File: config.mk
export PLATFORM = sky130hd
export DESIGN_NAME = divstep_engine
export DESIGN_NICKNAME = d
export VERILOG_FILES = /design/src/rtl/divstep_pkg.sv /design/src/rtl/divstep_core.sv /design/src/rtl/divstep_init.sv /design/src/rtl/divstep_seq.sv /design/src/rtl/divstep_engine.sv
export SDC_FILE = /design/constraint.sdc
export NUM_CORES = 1
export LEC_CHECK = 0
export ABC_AREA = 1
export BUFFER_PORTS_ARGS = -buffer_cell sky130_fd_sc_hd__buf_4
export CORE_MARGIN = 2
export CORE_UTILIZATION = 25
export CTS_BUF_LIST = sky130_fd_sc_hd__clkbuf_4
export DETAILED_ROUTE_END_ITERATION = 10
export PLACE_DENSITY = 0.39
export SLEW_MARGIN = 5
export SYNTH_ARGS = -nofsm -noshare
export SYNTH_HDL_FRONTEND = slang
export SYNTH_SLANG_ARGS = --single-unit
File: constraint.sdc
create_clock -name clk -period 3.8 [get_ports clk]
set_input_delay 0.57 -clock clk [delete_from_list [all_inputs] [get_ports clk]]
set_output_delay 0.57 -clock clk [all_outputs]
set_load 0.03 [all_outputs]
File: src/rtl/divstep_pkg.sv
// Shared types for the division step engine.
// Assumes: nothing beyond IEEE 1800-2017.
package divstep_pkg;

    // Status bits steering one division step
    typedef struct packed {
        logic m;   // divisor sign
        logic q;   // partial-remainder sign
        logic t;   // quotient bit
    } dstat_t;

    localparam dstat_t DSTAT_CLEAR = '{m: 1'b0, q: 1'b0, t: 1'b0};

endpackage

File: src/rtl/divstep_core.sv
// One non-restoring division step, purely combinational.
// A single adder serves both add and subtract: the divisor is inverted and
// a carry-in of one is applied when subtracting. The borrow is the inverse
// of the adder carry-out in that case.
// Assumes: WIDTH >= 2.
module divstep_core
    import divstep_pkg::*;
#(
    parameter int WIDTH = 32
) (
    input  logic [WIDTH-1:0] rem_i,
    input  logic [WIDTH-1:0] dvs_i,
    input  dstat_t           st_i,
    output logic [WIDTH-1:0] rem_o,
    output dstat_t           st_o
);

    logic             do_sub;
    logic [WIDTH-1:0] shifted;
    logic [WIDTH-1:0] operand;
    logic [WIDTH:0]   sum;
    logic             cy_flag;
    logic             new_q;

    // Shift, pick the operation, add, and derive the new status bits
    always_comb begin
        do_sub  = (st_i.q == st_i.m);
        shifted = {rem_i[WIDTH-2:0], st_i.t};
        operand = do_sub ? ~dvs_i : dvs_i;
        sum     = {1'b0, shifted} + {1'b0, operand} + {{WIDTH{1'b0}}, do_sub};
        cy_flag = do_sub ? ~sum[WIDTH] : sum[WIDTH];
        new_q   = rem_i[WIDTH-1] ^ cy_flag ^ st_i.m;
        rem_o   = sum[WIDTH-1:0];
        st_o.m  = st_i.m;
        st_o.q  = new_q;
        st_o.t  = (new_q == st_i.m);
    end

endmodule

File: src/rtl/divstep_init.sv
// Computes the status bits loaded at the start of a run.
// Unsigned: all clear. Signed: Q from the dividend sign, M from the divisor
// sign, T as their exclusive-OR.
// Assumes: WIDTH >= 2.
module divstep_init
    import divstep_pkg::*;
#(
    parameter int WIDTH = 32
) (
    input  logic             signed_mode_i,
    input  logic [WIDTH-1:0] dividend_i,
    input  logic [WIDTH-1:0] divisor_i,
    output dstat_t           st_o
);

    // Select the initial status for the chosen signedness
    always_comb begin
        if (signed_mode_i) begin
            st_o.q = dividend_i[WIDTH-1];
            st_o.m = divisor_i[WIDTH-1];
            st_o.t = dividend_i[WIDTH-1] ^ divisor_i[WIDTH-1];
        end else begin
            st_o = DSTAT_CLEAR;
        end
    end

endmodule

File: src/rtl/divstep_seq.sv
// Run sequencer: accepts strobes only when idle, counts STEPS busy cycles
// and raises a one-cycle done pulse after the last one. Start outranks step.
// Assumes: STEPS >= 2, synchronous active-low reset.
module divstep_seq #(
    parameter int STEPS = 32
) (
    input  logic clk,
    input  logic rst_n,
    input  logic start_i,
    input  logic step_i,
    output logic load_o,
    output logic single_o,
    output logic run_o,
    output logic busy_o,
    output logic done_o
);

    localparam int             CNT_W = $clog2(STEPS);
    localparam logic [CNT_W-1:0] LAST = CNT_W'(STEPS - 1);

    logic             busy_q;
    logic             done_q;
    logic [CNT_W-1:0] cnt_q;

    assign load_o   = start_i && !busy_q;
    assign single_o = step_i && !start_i && !busy_q;
    assign run_o    = busy_q;
    assign busy_o   = busy_q;
    assign done_o   = done_q;

    // Track busy window, step count and end-of-run pulse
    always_ff @(posedge clk) begin
        if (!rst_n) begin
            busy_q <= 1'b0;
            done_q <= 1'b0;
            cnt_q  <= '0;
        end else if (load_o) begin
            busy_q <= 1'b1;
            done_q <= 1'b0;
            cnt_q  <= '0;
        end else if (busy_q) begin
            if (cnt_q == LAST) begin
                busy_q <= 1'b0;
                done_q <= 1'b1;
            end else begin
                cnt_q  <= cnt_q + 1'b1;
                done_q <= 1'b0;
            end
        end else begin
            done_q <= 1'b0;
        end
    end


    done_pulse_chk: assert property (@(posedge clk) disable iff (!rst_n)
        done_q |=> !done_q);


    done_after_run_chk: assert property (@(posedge clk) disable iff (!rst_n)
        done_q |-> (!busy_q && $past(busy_q)));


    busy_hold_chk: assert property (@(posedge clk) disable iff (!rst_n)
        (busy_q && cnt_q != LAST) |=> busy_q);


    no_restart_chk: assert property (@(posedge clk) disable iff (!rst_n)
        (busy_q && cnt_q != LAST && start_i) |=> (cnt_q == $past(cnt_q) + 1'b1));

endmodule

File: src/rtl/divstep_engine.sv
// Division step engine top: holds the remainder, divisor, status bits and
// quotient, and routes either the stored or the port operands into the
// step core. A run performs WIDTH steps; a single step uses port operands.
// Assumes: WIDTH >= 2, synchronous active-low reset.
module divstep_engine
    import divstep_pkg::*;
#(
    parameter int WIDTH = 32
) (
    input  logic             clk,
    input  logic             rst_n,
    input  logic             start_i,
    input  logic             step_i,
    input  logic             signed_i,
    input  logic [WIDTH-1:0] divisor_i,
    input  logic [WIDTH-1:0] rem_i,
    output logic [WIDTH-1:0] rem_o,
    output logic [WIDTH-1:0] quot_o,
    output logic             m_o,
    output logic             q_o,
    output logic             t_o,
    output logic             busy_o,
    output logic             done_o
);

    localparam int MSB = WIDTH - 1;

    logic             load;
    logic             single;
    logic             run;
    dstat_t           st_q;
    dstat_t           st_init;
    dstat_t           st_next;
    logic [WIDTH-1:0] rem_q;
    logic [WIDTH-1:0] div_q;
    logic [WIDTH-1:0] quot_q;
    logic [WIDTH-1:0] core_src;
    logic [WIDTH-1:0] core_div;
    logic [WIDTH-1:0] core_rem;

    divstep_seq #(.STEPS(WIDTH)) u_seq (
        .clk      (clk),
        .rst_n    (rst_n),
        .start_i  (start_i),
        .step_i   (step_i),
        .load_o   (load),
        .single_o (single),
        .run_o    (run),
        .busy_o   (busy_o),
        .done_o   (done_o)
    );

    divstep_init #(.WIDTH(WIDTH)) u_init (
        .signed_mode_i (signed_i),
        .dividend_i    (rem_i),
        .divisor_i     (divisor_i),
        .st_o          (st_init)
    );

    // Single steps take port operands; run steps take stored ones
    assign core_src = single ? rem_i : rem_q;
    assign core_div = single ? divisor_i : div_q;

    divstep_core #(.WIDTH(WIDTH)) u_core (
        .rem_i (core_src),
        .dvs_i (core_div),
        .st_i  (st_q),
        .rem_o (core_rem),
        .st_o  (st_next)
    );

    // Update datapath registers on load, run step or single step
    always_ff @(posedge clk) begin
        if (!rst_n) begin
            rem_q  <= '0;
            div_q  <= '0;
            quot_q <= '0;
            st_q   <= DSTAT_CLEAR;
        end else if (load) begin
            rem_q  <= rem_i;
            div_q  <= divisor_i;
            quot_q <= '0;
            st_q   <= st_init;
        end else if (run) begin
            rem_q  <= core_rem;
            quot_q <= {quot_q[WIDTH-2:0], st_next.t};
            st_q   <= st_next;
        end else if (single) begin
            rem_q  <= core_rem;
            st_q   <= st_next;
        end
    end

    assign rem_o  = rem_q;
    assign quot_o = quot_q;
    assign m_o    = st_q.m;
    assign q_o    = st_q.q;
    assign t_o    = st_q.t;


    init_load_chk: assert property (@(posedge clk) disable iff (!rst_n)
        load |=> ((rem_q == $past(rem_i)) && (quot_q == '0)
                  && (st_q.m == ($past(signed_i) && $past(divisor_i[MSB])))
                  && (st_q.q == ($past(signed_i) && $past(rem_i[MSB])))));


    t_rule_chk: assert property (@(posedge clk) disable iff (!rst_n)
        (run || single) |=> (st_q.t == (st_q.q == st_q.m)));


    quot_shift_chk: assert property (@(posedge clk) disable iff (!rst_n)
        run |=> (quot_q == {$past(quot_q[WIDTH-2:0]), st_q.t}));


    single_quiet_chk: assert property (@(posedge clk) disable iff (!rst_n)
        single |=> ($stable(quot_q) && !busy_o && !done_o));


    busy_start_ignored_chk: assert property (@(posedge clk) disable iff (!rst_n)
        (busy_o && start_i) |=> $stable(div_q));

endmodule

==> results.toml <==
[critical_path]
worstPathArrival_ns = 3.75
path_common_cell = "nand2_1"
critPathBufInv = 2
reg2reg_depth = 14
timing.rr.end = "rem_o[23]"
crit_type = "reg2reg"
cpPeakStageDelay_ns = 0.53
slowest_stage = "dfxtp_1"
worstSetupEndpointType = "flip-flop"
crit_fanout = 18
r2r_start = "q_o"
critPathRequiredTime_ns = 4.20
crit_chain = "xor2_4, buf_4, xor2_1, ha_1, a21oi_1, inv_1, a31oi_1, nand2_1, a21oi_1, nand2_1, nand2_1, nand3_1, nand2_1, a21oi_1"
r2r_slack_ns = 0.45
cpLargestDelayFamily = "compound AO/OA/AOI/OAI gates"
start_kind = "flip-flop"

[placed_design]
dp_hpwl_um = 18500
place_ws_ns = 0.134
dp.cells = 1494
routabilityCongestion = 0.888
io_buffers = 137

[yosys]
ys_warn_count = 0
synthArstFlopShare = 0
synth_top_area_frac = 0.303
synthCells = 1007
netlist_area_um2 = 7000
synth.net_count = 1110
seq_area_frac_synth = 0.303
yosys.area.top_type = "dfxtp_1"
netlist-cell-type-count = 33
synth-main-ff-cell = "dfxtp_1"
avgSynthCellArea_um2 = 6.95
ys_seq_elements = 106
netlist_top_cells_area = "dfxtp_1 (30%), nand2_1 (11%), a21oi_1 (8.1%), o21ai_0 (6.6%), ha_1 (5.9%)"
synth_edf_count = 0

[route]
viasPerCell = 4.58
avgRoutedWirePerCell_um = 16.3
drt_first_pass_iters = 7
vias = 6928
drt_iter0_markers = 364
routed_wirelength_um = 24700
postRouteAntennaNets = 0
drcViolationCount = 0

[timing]
hold_violations = 0
setup_ws_ns = 0.450
maxSlewViolCount = 0
fin_crit_sh = 0.882
rsz0062_at_grt = "false"
timing.final.crit_period_ns = 3.35
setup_viol = 0
tightestPinTransition_ns = 0.642
slew_headroom = 0.571
fmax_mhz = 298
skew_ns = 0.0370
tns_ns = 0

[cts]
clockBufferDepth = 2
cts_hold_buf = 0
tritoncts = "built"
cts.sinks = 106
clock-root-buffer = "clkbuf_4"
insertion_delay_ns = 0.53
post_cts_buffers = 0
cts_buffers = 9
htree_levels = 3
cts_resized = 0
clk_pin_slew_ns = 0.24

[global_routing]
grt_pass1_vias = 6782
antenna_found_initial = 1
overflow = 0
grtUsageTotal = 0.170
grt_pass1_wl_um = 38500
grt_max_degree = 42

[floorplanning]
start_util = 0.253
num_rows = 61
core_area_um2 = 27700
die_h_um = 171
ios = 138
die_w_um = 171
die-area_um2 = 29400

[pwr]
finalPower_w = 0.00670
powerDensity_nw_per_um2 = 774
p_leak_nw = 3.96
ir_worst_vdd_mv = 0.258

[finish]
regArea_um2 = 2120
multiInputGateArea_um2 = 4440
area_delta_synth_final_pct = 23.6
nets = 1230
layout-drive-gt1-share = 0.189
instances_no_fill = 1512
fillers = 3110

[worst_hold_path]
hold_start = "rem_i[6]"
min_to = "rem_o[6]"
hold-path-cell-count = 3
holdCritPathClass = "in2reg"

[outcome]
status = "finished clean"

[run]
max_cap_violations = 0
==> worst reg2reg max path, stage by stage, from the launching register on <==
cell and delay [ns]:
dfxtp_1 0.53, xor2_4 0.19, buf_4 0.31, xor2_1 0.38, ha_1 0.37, a21oi_1 0.24, inv_1 0.06, a31oi_1 0.33
nand2_1 0.16, a21oi_1 0.29, nand2_1 0.09, nand2_1 0.06, nand3_1 0.10, nand2_1 0.09, a21oi_1 0.06
==> worst max path at each step <==
stage / startpoint / end / slack [ns] / cells past startpoint
2_1_floorplan: u_seq.busy_o / rem_o[29] / 0.49 / 17
3_3_place_gp: start_i / q_o / 0.20 / 18
3_5_place_dp: start_i / rem_o[29] / 0.13 / 18
4_1_cts: u_seq.busy_o / rem_o[29] / 0.42 / 17
5_1_grt: u_seq.busy_o / q_o / 0.11 / 18
6_report: q_o / rem_o[23] / 0.45 / 14
==> through the flow <==
step	hold slack, ns	util	area [um2]
detailed placement	0.463	0.307	8490
finish	0.278	0.312	8650
floorplan	0.430	-	7000
CTS	0.239	0.312	8650
global route	0.238	0.312	8650
global placement	0.456	0.307	8490
==> cells in the mapped netlist, drive strengths merged, types with 19 or more instances <==
library cell	n
nand2	216
a21oi	113
nor2	111
dfxtp	106
o21ai	94
inv	72
xor2	47
nand3	40
clkbuf	34
ha	33
mux2	30
mux2i	29
o21bai	19
==> power by group <==
group | total [W] | internal [W] | switching, W
Combinational | 0.00458 | 0.00164 | 0.00294
Clock | 0.000687 | 0.000169 | 0.000517
Sequential | 0.00143 | 0.00129 | 0.000141
==> final cells by class <==
class | instances | share of cell area
multi-input combinational | 781 | 0.513
sequential | 106 | 0.245
timing repair buffer | 157 | 0.138
tap | 378 | 0.0547
inverter | 72 | 0.0312
clock inverter | 7 | 0.0103
clock buffer | 9 | 0.00781
antenna | 2 | 0.000578
==> registers in the layout (all words and copies together), names as in the netlist <==
signal	count
t_o	1
quot_o	32
rem_o	32
u_seq.busy_o	1
m_o	1
u_seq.done_o	1
div_q	32
q_o	1
u_seq.cnt_q	5
==> per-layer routing <==
layer / share of wire / vias up / GRT usage
met4: 0.012 / 0 / 0.0324
met1: 0.49 / 3178 / 0.234
met2: 0.45 / 138 / 0.270
li1: - / 3598 / -
met5: 0 / - / 0
met3: 0.049 / 14 / 0.0412
==> layout by cell type, fill, tap and decap left out, types with 2 or more instances in the layout <==
cell type / count
nand3_1: 40
inv_2: 3
mux2_2: 30
nand2_2: 4
nor2_1: 110
nand2_1: 211
a31oi_1: 9
nand4_1: 6
dfxtp_1: 106
o21ai_0: 93
clkbuf_4: 9
o21a_1: 3
diode_2: 2
nor3_1: 12
o21bai_1: 19
inv_8: 2
a21o_1: 7
xor2_1: 46
xnor2_1: 2
inv_1: 69
mux2i_1: 29
clkinv_8: 2
a21oi_1: 113
buf_4: 156
a21boi_0: 3
o211ai_1: 2
inv_6: 2
ha_1: 33
==> logic make-up (layout without fill, tap and decap cells) <==
kind of cell,Yosys count,in the layout,share of synthesized area
DFF,106,106,0.303
adders and majority gates,34,34,0.0618
muxes,59,59,0.0897
buffers and inverters,120,245,0.0668
xor gates and xnor gates,49,49,0.0624
AOI/OAI and AO/OA,252,252,0.195
and+or+nand+nor,387,387,0.221
other,0,2,0
Note: power is estimated with default switching activity, not from simulation.
